### src/rtl/tap_guard_pkg.sv
package tap_guard_pkg;
  // Strobes the control side hands to the datapath each cycle.
  typedef struct packed {
    logic fire;       // a reset pulse starts this cycle
    logic clrSticky;  // clear request for the sticky flag
  } guardStrobe_t;
endpackage

### src/rtl/tap_guard_datapath.sv
module tap_guard_datapath
  import tap_guard_pkg::*;
#(
  parameter int STATE_W     = 16,
  parameter int CNT_W       = 8,
  parameter int SYNC_STAGES = 2
) (
  input  logic               clk,
  input  logic               rstN,
  input  logic [STATE_W-1:0] tapStateAsync,
  input  logic               dbgConnAsync,
  input  guardStrobe_t       strobes,
  output logic [STATE_W-1:0] accState,
  output logic               accDbg,
  output logic [31:0]        statusWord,
  output logic [CNT_W-1:0]   eventCount,
  output logic               stickyFlag
);
  localparam int VEC_W = STATE_W + 1;
  localparam int LAST  = SYNC_STAGES - 1;
  localparam int PAD_W = 31 - STATE_W;

  logic [VEC_W-1:0] syncQ [SYNC_STAGES];
  logic [VEC_W-1:0] prevQ;
  logic [VEC_W-1:0] accVec;
  logic [VEC_W-1:0] lastSync;

  assign lastSync = syncQ[LAST];

  // Synchronizer chain followed by a two-sample agreement filter.
  always_ff @(posedge clk or negedge rstN) begin
    if (!rstN) begin
      for (int i = 0; i < SYNC_STAGES; i++) syncQ[i] <= '0;
      prevQ  <= '0;
      accVec <= '0;
    end else begin
      syncQ[0] <= {dbgConnAsync, tapStateAsync};
      for (int i = 1; i < SYNC_STAGES; i++) syncQ[i] <= syncQ[i-1];
      prevQ <= lastSync;
      if (lastSync == prevQ) accVec <= lastSync;
    end
  end

  assign accDbg     = accVec[STATE_W];
  assign accState   = accVec[STATE_W-1:0];
  assign statusWord = {accDbg, {PAD_W{1'b0}}, accState};

  // Event counter and sticky flag.
  always_ff @(posedge clk or negedge rstN) begin
    if (!rstN) begin
      eventCount <= '0;
      stickyFlag <= 1'b0;
    end else begin
      if (strobes.fire && eventCount != {CNT_W{1'b1}}) eventCount <= eventCount + 1'b1;
      if (strobes.fire)           stickyFlag <= 1'b1;
      else if (strobes.clrSticky) stickyFlag <= 1'b0;
    end
  end

  p_accept_match_r11: assert property (@(posedge clk) disable iff (!rstN)
    !$stable(accVec) |-> $past(lastSync == prevQ));
  p_count_step_r7: assert property (@(posedge clk) disable iff (!rstN)
    (strobes.fire && eventCount != {CNT_W{1'b1}}) |=> eventCount == $past(eventCount) + 1'b1);
  p_count_sat_r7: assert property (@(posedge clk) disable iff (!rstN)
    eventCount == {CNT_W{1'b1}} |=> eventCount == {CNT_W{1'b1}});
  p_sticky_set_r8: assert property (@(posedge clk) disable iff (!rstN)
    strobes.fire |=> stickyFlag);
endmodule

### src/rtl/tap_guard_ctrl.sv
module tap_guard_ctrl
  import tap_guard_pkg::*;
#(
  parameter int STATE_W = 16,
  parameter int PLEN_W  = 4,
  parameter int BLANK   = 4
) (
  input  logic               clk,
  input  logic               rstN,
  input  logic               enable,
  input  logic [PLEN_W-1:0]  pulseLen,
  input  logic               clrSticky,
  input  logic [STATE_W-1:0] accState,
  input  logic               accDbg,
  output guardStrobe_t       strobes,
  output logic               tapReset
);
  localparam int BUSY_W = PLEN_W + 3;
  localparam logic [STATE_W-1:0] RESET_CODE = STATE_W'(1);

  logic [BUSY_W-1:0] busy;
  logic [BUSY_W-1:0] effLen;
  logic              fault;
  logic              fire;

  assign effLen = (pulseLen == '0) ? BUSY_W'(1) : BUSY_W'(pulseLen);
  assign fault  = !accDbg && accState != '0 && accState != RESET_CODE;
  assign fire   = enable && busy == '0 && fault;

  // One counter covers both the pulse and the blanking tail after it.
  always_ff @(posedge clk or negedge rstN) begin
    if (!rstN)             busy <= '0;
    else if (!enable)      busy <= '0;
    else if (fire)         busy <= effLen + BUSY_W'(BLANK);
    else if (busy != '0)   busy <= busy - 1'b1;
  end

  assign tapReset          = busy > BUSY_W'(BLANK);
  assign strobes.fire      = fire;
  assign strobes.clrSticky = clrSticky;

  p_cause_r6: assert property (@(posedge clk) disable iff (!rstN)
    $rose(tapReset) |-> $past(enable && !accDbg && accState != '0 && accState != RESET_CODE));
  p_quiet_when_off_r10: assert property (@(posedge clk) disable iff (!rstN)
    !enable |=> !tapReset);
  p_no_retrigger_r12: assert property (@(posedge clk) disable iff (!rstN)
    (enable && busy != '0) |=> busy == $past(busy) - 1'b1);
endmodule

### src/rtl/tap_guard.sv
module tap_guard
  import tap_guard_pkg::*;
#(
  parameter int STATE_W     = 16,
  parameter int PLEN_W      = 4,
  parameter int CNT_W       = 8,
  parameter int SYNC_STAGES = 2
) (
  input  logic               clk,
  input  logic               rstN,
  input  logic               enable,
  input  logic [PLEN_W-1:0]  pulseLen,
  input  logic               clrSticky,
  input  logic [STATE_W-1:0] tapStateAsync,
  input  logic               dbgConnAsync,
  output logic               tapReset,
  output logic [31:0]        statusWord,
  output logic [CNT_W-1:0]   eventCount,
  output logic               stickyFlag
);
  // Blanking covers the synchronizer and filter latency after a pulse.
  localparam int BLANK = SYNC_STAGES + 2;

  guardStrobe_t       strobes;
  logic [STATE_W-1:0] accState;
  logic               accDbg;

  tap_guard_datapath #(.STATE_W(STATE_W), .CNT_W(CNT_W), .SYNC_STAGES(SYNC_STAGES)) u_dp (
    .clk(clk), .rstN(rstN), .tapStateAsync(tapStateAsync), .dbgConnAsync(dbgConnAsync),
    .strobes(strobes), .accState(accState), .accDbg(accDbg),
    .statusWord(statusWord), .eventCount(eventCount), .stickyFlag(stickyFlag));

  tap_guard_ctrl #(.STATE_W(STATE_W), .PLEN_W(PLEN_W), .BLANK(BLANK)) u_ctrl (
    .clk(clk), .rstN(rstN), .enable(enable), .pulseLen(pulseLen), .clrSticky(clrSticky),
    .accState(accState), .accDbg(accDbg), .strobes(strobes), .tapReset(tapReset));
endmodule

### config.mk
export PLATFORM = sky130hd
export DESIGN_NAME = tap_guard
export DESIGN_NICKNAME = d
export VERILOG_FILES = /design/src/rtl/tap_guard_pkg.sv /design/src/rtl/tap_guard_datapath.sv /design/src/rtl/tap_guard_ctrl.sv /design/src/rtl/tap_guard.sv
export SDC_FILE = /design/constraint.sdc
export NUM_CORES = 1
export LEC_CHECK = 0
export BUFFER_PORTS_ARGS = -buffer_cell sky130_fd_sc_hd__buf_2
export CAP_MARGIN = 20
export CORE_AREA = 4 4 68 101
export CTS_CLUSTER_DIAMETER = 200
export DETAILED_ROUTE_END_ITERATION = 16
export DIE_AREA = 0 0 72 105
export PLACE_DENSITY_LB_ADDON = 0.15
export SKIP_LAST_GASP = 1
export SLEW_MARGIN = 20
export SYNTH_ARGS = -nofsm -noshare
export SYNTH_HDL_FRONTEND = slang
export SYNTH_HIERARCHICAL = 1
export SYNTH_SLANG_ARGS = --single-unit
### constraint.sdc
create_clock -name clk -period 6.6 [get_ports clk]
set_clock_uncertainty 0.15 [all_clocks]
set_input_delay 0.66 -clock clk [delete_from_list [all_inputs] [get_ports clk]]
set_output_delay 0.66 -clock clk [all_outputs]
set_load 0.05 [all_outputs]
==> reports/metrics.yaml, run 1 <==
detailed_routing:
  dr.pass1.iters: 4
  ant_nets: 0
  totalWireLength_um: 5089
  wire_per_inst_um: 14.10
  vias: 1721
  routed_via_density: 4.767
  drt_iter0_drc: 87
  drcViolationCount: 0
synthesis:
  synth.avg_cell_area_sq_um: 13.83
  synth_top_area_cell: "dfrtp_1"
  yosysMostFrequentCell: "dfrtp_1"
  ys_types: 36
  synth.area.top_cells: "dfrtp_1 63%, buf_4 7.6%, xnor2_1 5.2%"
  synth_ff_type: "dfrtp_1"
  yosysWarnings: 6
  synth_edf_count: 0
  syn-cell-area_sq_mm: 0.003347
  synthTopCellsByCount: "84 x dfrtp_1, 34 x buf_4, 20 x xnor2_1"
  synth_top_area_share_pct: 62.80
  yosysSeqAreaShare_pct: 62.80
  synth-seq-cells: 84
  async_flop_share_pct: 100.0
  synthCells: 242
job:
  maxCapViolations: 0
clocking:
  cts_tree: "built"
  cts-root-buf: "clkbuf_8"
  cts_buffer_depth: 2
  cts_resized: 0
  clock-sinks: 84
  cts-htree-levels: 3
  postCtsHoldBufs: 0
  cts_buffers: 9
  clock_latency_ps: 340
  path_clk_slew_ps: 80
  cts_setup_buffers: 0
power:
  p_leak_nw: 1.891
  powerDensity_mw_per_mm2: 295.8
  finalPower_mw: 1.090
  peakVddDrop_mv: 0.1887
floorplanning:
  rows: 35
  start_util_pct: 55.38
  die_height_um: 105
  design.core.area_sq_mm: 0.006043
  die_w_um: 72
  io_pins: 67
  die_area_sq_mm: 0.007560
global_route:
  grt_max_degree: 85
  grt_pass1_wl_um: 8797
  grt_overflow: 0
  grt_pass1_vias: 1847
  antenna_found_initial: 0
  track_usage_pct: 15.46
worst_setup_path:
  end_kind: "flop"
  cp.arrival_ps: 2450
  path_class: "reg2reg"
  worst-endpoint-required_ps: 6680
  cp-start-kind: "flop"
  critPathMaxFanout: 4
placement:
  numPortBuffers: 51
  dpl.hpwl_um: 3726
  routabilityCongestion: 0.7885
min_path:
  worstHoldPathType: "in2async"
sta:
  finalCriticalPeriod_ps: 2368
  rsz0062_at_grt: "false"
  min_period_over_period_pct: 35.88
  setup_tns_ps: 0
  slew_headroom_pct: 50.96
  drv_slew: 0
  fmax_mhz: 422.2
  worst_slew_pin_slew_ps: 735.7
  finalSetupViolCount: 0
  hold_violations: 0
layout:
  n_antenna_cell: 0
  drive_gt1_share_pct: 32.40
  fill_cells: 492
  syn2layout_area_growth_pct: 10.13
  nets: 311
status:
  status: "completed"
-- where the power goes --
part           internal [mW]  total (mW)  switching (mW)  leakage, nW
logic                 0.0596       0.164           0.104        0.739
clock network          0.194       0.358           0.164        0.102
registers              0.544       0.568          0.0241         1.05
-- per-stage QoR --
stage          hold WS (ps)  instances  worst slack, ps  util, %  cell area [sq um]
6_report              200.5        361             4232    60.99               3686
2_1_floorplan         181.2        256             4372        -               3400
3_5_place_dp          184.7        345             4184    57.58               3480
3_3_place_gp          181.3        345             4237    57.58               3480
5_1_grt               214.6        361             4024    60.99               3686
4_1_cts               203.0        361             4167    60.93               3682
-- layer usage --
metal | track usage (%) | part of all wire (%) | up-vias
li1 | - | - | 830
met1 | 18.60 | 40 | 841
met2 | 24.87 | 52 | 40
met3 | 4.235 | 5.3 | 10
met4 | 8.199 | 2.2 | 0
met5 | 0 | 0 | -
-- worst max-delay path: stages, from the launching register on --
cell,delay [ps]
dfrtp_1,380
inv_1,90
ha_1,210
nor3b_4,330
and3_1,260
and2_1,210
nand4_1,110
a21oi_1,250
nand3_1,130
xnor2_1,140
-- cell type report --
type                            instances  area [sq um]  area share [%]
Clock inverter                          4         47.55           1.290
Sequential cell                        84          2102           57.03
Multi-Input combinational cell        129          1001           27.16
Tap cell                               74         92.59           2.512
Inverter                                7         26.28          0.7128
Timing Repair Buffer                   51         261.5           7.094
Clock buffer                           12         155.1           4.209
-- layout by cell type, fill, tap and decap left out, types with 4 or more instances in the layout --
cell type / Yosys / final
nand4_1: 4 / 4
mux2_4: 10 / 10
conb_1: 1 / 15
buf_2: 0 / 50
nor2_1: 7 / 7
inv_1: 7 / 7
mux2_2: 7 / 7
xnor2_1: 20 / 20
ha_1: 4 / 4
nand3_1: 5 / 5
nand2_1: 14 / 14
xor2_1: 8 / 8
clkbuf_8: 0 / 11
a21oi_1: 7 / 7
dfrtp_1: 84 / 84
-- flip-flops by register name, summed over array words and instances (netlist names) --
| name | cells |
|---|---|
| u_dp/syncQ | 17 |
| u_dp/stickyFlag | 1 |
| u_dp/lastSync | 17 |
| u_ctrl/busy | 7 |
| u_dp/eventCount | 8 |
| u_dp/accVec | 17 |
| u_dp/prevQ | 17 |
-- cell families after synthesis --
kind of cell | after synthesis | share of synthesized area [%]
multiplexers | 17 | 6.841
AND/OR/NAND/NOR | 50 | 9.683
AO/OA/AOI/OAI | 15 | 2.879
XOR/XNOR | 28 | 7.327
other | 1 | 0.1120
adder cells (fa/ha/maj) | 4 | 1.495
flip-flops | 84 | 62.80
buffers and inverters | 43 | 8.860
-- worst paths after layout --
kind	to	slack [ps]	cells past startpoint	startpoint
setup / recovery	u_dp/eventCount[7]	4230	9	u_ctrl/busy[0]
hold / removal	u_dp/prevQ[11]	200	1	rstN
setup reg to reg	u_dp/eventCount[7]	4230	9	u_ctrl/busy[0]
hold reg to reg	u_dp/lastSync[6]	200	0	u_dp/syncQ[23]
max in group asynchronous	u_dp/lastSync[3]	5590	1	rstN
min in group clk	u_dp/lastSync[6]	200	0	u_dp/syncQ[23]
Power figures use the tool's default switching activity.
==> run 2, diff against run 1 <==
- CORE_AREA: 4 4 68 101 -> 4 4 70 104
- DIE_AREA: 0 0 72 105 -> 0 0 74 108
- clock period: 6.6 -> 2.4 ns (I/O delays scaled with it)
==> run 2 against run 1 <==
  * Clock power increased to 3.2 times the previous value
  * Clock-buffer cell count is 1 higher
  * Sequential power grew to 2.7 times the previous value
  * Global-route usage fell by 0.30 points
  * First-iteration DRC count fell by 23%
  * Power grew to 2.9 times the previous value
  * Core utilization rose by 0.23 points
  * Die area rose by 5.7%
  * Maximum frequency up 7.6%
  * Non-clock buffer count rose by 22
  * Largest power group unchanged
  * Setup slack got worse by 4000 ps
  * Critical path type unchanged
==> reports/metrics.yaml, run 2 (synthesis results as in run 1) <==
placement:
  placedInstanceArea_sq_mm: 0.003517  # was 0.003480 sq mm
  routabilityCongestion: 0.8331  # was 0.7885
  numPortBuffers: 51  # unchanged
  dpl.hpwl_um: 3658  # was 3726 um
  dpl.cell_count: 350  # was 345
global_route:
  grt_pass1_vias: 1876  # was 1847
  antenna_found_initial: 0  # unchanged
  track_usage_pct: 15.16  # was 15.46%
  grt_pass1_wl_um: 9045  # was 8797 um
  grt_max_degree: 46  # was 85
  grt_overflow: 0  # unchanged
sta:
  finalSetupViolCount: 0  # unchanged
  min_period_over_period_pct: 91.74  # was 35.88%
  hold_violations: 0  # unchanged
  finalCriticalPeriod_ps: 2202  # was 2368 ps
  worst_slew_pin_slew_ps: 584.4  # was 735.7 ps
  drv_slew: 0  # unchanged
  setup_tns_ps: 0  # unchanged
  slew_headroom_pct: 60.71  # was 50.96%
  hold_ws_ps: 58.51  # was 200.5 ps
  fmax_mhz: 454.2  # was 422.2 MHz
  rsz0062_at_grt: "false"  # unchanged
floorplanning:
  rows: 36  # was 35
  design.core.area_sq_mm: 0.006441  # was 0.006043 sq mm
  die_height_um: 108  # was 105 um
  die_w_um: 74  # was 72 um
  start_util_pct: 51.96  # was 55.38%
  die_area_sq_mm: 0.007992  # was 0.007560 sq mm
  io_pins: 67  # unchanged
detailed_routing:
  dr.pass1.iters: 4  # unchanged
  routed_via_density: 4.699  # was 4.767
  drcViolationCount: 0  # unchanged
  drt_iter0_drc: 67  # was 87
  ant_nets: 0  # unchanged
  totalWireLength_um: 5286  # was 5089 um
  wire_per_inst_um: 13.73  # was 14.10 um
  vias: 1809  # was 1721
clocking:
  cts_buffer_depth: 2  # unchanged
  clock-sinks: 84  # unchanged
  clock_latency_ps: 340  # about the same
  cts-htree-levels: 3  # unchanged
  cts_buffers: 9  # unchanged
  cts_tree: "built"  # unchanged
  cts-root-buf: "clkbuf_8"  # unchanged
  path_clk_slew_ps: 80  # about the same
layout:
  final_common_cell: "dfrtp_1"  # unchanged
  multi_input_area_sq_mm: 0.001001  # unchanged
  seq_area_sq_mm: 0.002102  # unchanged
  drive_gt1_share_pct: 31.07  # was 32.40%
  design_area_sq_mm: 0.003944  # was 0.003686 sq mm
  fill_cells: 518  # was 492
  nets: 333  # was 311
  syn2layout_area_growth_pct: 17.83  # was 10.13%
  n_antenna_cell: 0  # unchanged
  instances_no_fill: 385  # was 361
  final_cell_mix: "84 x dfrtp_1, 50 x buf_2, 20 x xnor2_1, 19 x dlygate4sd3_1, 15 x conb_1"  # was 84 x dfrtp_1, 50 x buf_2, 20 x xnor2_1, 15 x conb_1, 14 x nand2_1
worst_setup_path:
  end_kind: "flop"  # unchanged
  cp.arrival_ps: 2280  # was 2450 ps
  crit_path_end: "u_dp/eventCount[5]"  # was u_dp/eventCount[7]
  critPathMaxFanout: 3  # was 4
  reg2reg_from: "u_ctrl/busy[0]"  # unchanged
  cp-start-kind: "flop"  # unchanged
  path_class: "reg2reg"  # unchanged
  worst-endpoint-required_ps: 2480  # was 6680 ps
  reg2reg_slack_ps: 200  # was 4230 ps
  slowest_stage: "dfrtp_1"  # unchanged
  cp_cell_sequence: "inv_1, ha_1, nor3b_4, and3_1, and2_1, nand4_1, a21oi_1, nand3_1, xnor2_1"  # unchanged
  critical-path-max-stage-delay_ps: 380  # about the same
  r2r_cells: 9  # unchanged
  worstReg2RegEnd: "u_dp/eventCount[5]"  # was u_dp/eventCount[7]
  cp-startpoint: "u_ctrl/busy[0]"  # unchanged
power:
  finalPower_mw: 3.195  # was 1.090 mW
  peakVddDrop_mv: 0.6175  # was 0.1887 mV
  powerDensity_mw_per_mm2: 810.2  # was 295.8 mW/mm^2
  p_leak_nw: 2.001  # was 1.891 nW
status:
  status: "completed"  # unchanged
min_path:
  whs_path_depth: 3
  worstHoldPathType: "in2reg"  # was in2async
job:
  maxCapViolations: 0  # unchanged
==> run 2: cell type report <==
type                       instances  share of cell area (%)
sequential                        84                   53.30
multi-input combinational        129                   25.38
timing repair buffer              73                   12.25
clock buffer                      13                   4.283
tap                               76                   2.411
clock inverter                     3                   1.713
inverter                           7                  0.6662
==> run 2: worst min-delay path by stage <==
stage                startpoint                end
floorplan                  rstN     u_ctrl/busy[0]
global placement           rstN    u_dp/accVec[11]
global route        pulseLen[1]     u_ctrl/busy[1]
detailed placement         rstN  u_dp/lastSync[11]
CTS                 pulseLen[1]     u_ctrl/busy[1]
finish              pulseLen[1]     u_ctrl/busy[1]
==> run 2: power by group <==
| part | internal [mW] | switching [mW] |
|---|---|---|
| combinational | 0.201 | 0.296 |
| sequential | 1.50 | 0.0676 |
| clock | 0.672 | 0.463 |
==> run 2: per-layer routing <==
| metal | global-route usage (%) | vias up | share of wire, % |
|---|---|---|---|
| li1 | - | 873 | - |
| met1 | 20.02 | 884 | 44 |
| met2 | 23.22 | 43 | 50 |
| met3 | 4.837 | 9 | 5.1 |
| met4 | 5.829 | 0 | 1.6 |
| met5 | 0 | - | 0 |
==> run 2: metrics by stage <==
stage,setup WS (ps),utilization [%]
global placement,328.3,54.60
detailed placement,223.4,54.60
global route,31.26,61.23
CTS,210.1,61.23
finish,198.3,61.23
floorplan,171.5,-
==> run 2: timing repair <==
action,in CTS,in global routing
resized for setup,0,0
hold buffers,19,0
hold endpoints to repair,62,0
setup buffers,0,0
==> run 2: critical path, delay by kind of cell, from the launching register on <==
family / cells / cell delay (ps)
AND/OR/NAND/NOR: 5 / 880
XOR/XNOR: 1 / 130
adder cells (fa/ha/maj): 1 / 200
flip-flops: 1 / 380
AO/OA/AOI/OAI: 1 / 250
buffers and inverters: 1 / 100
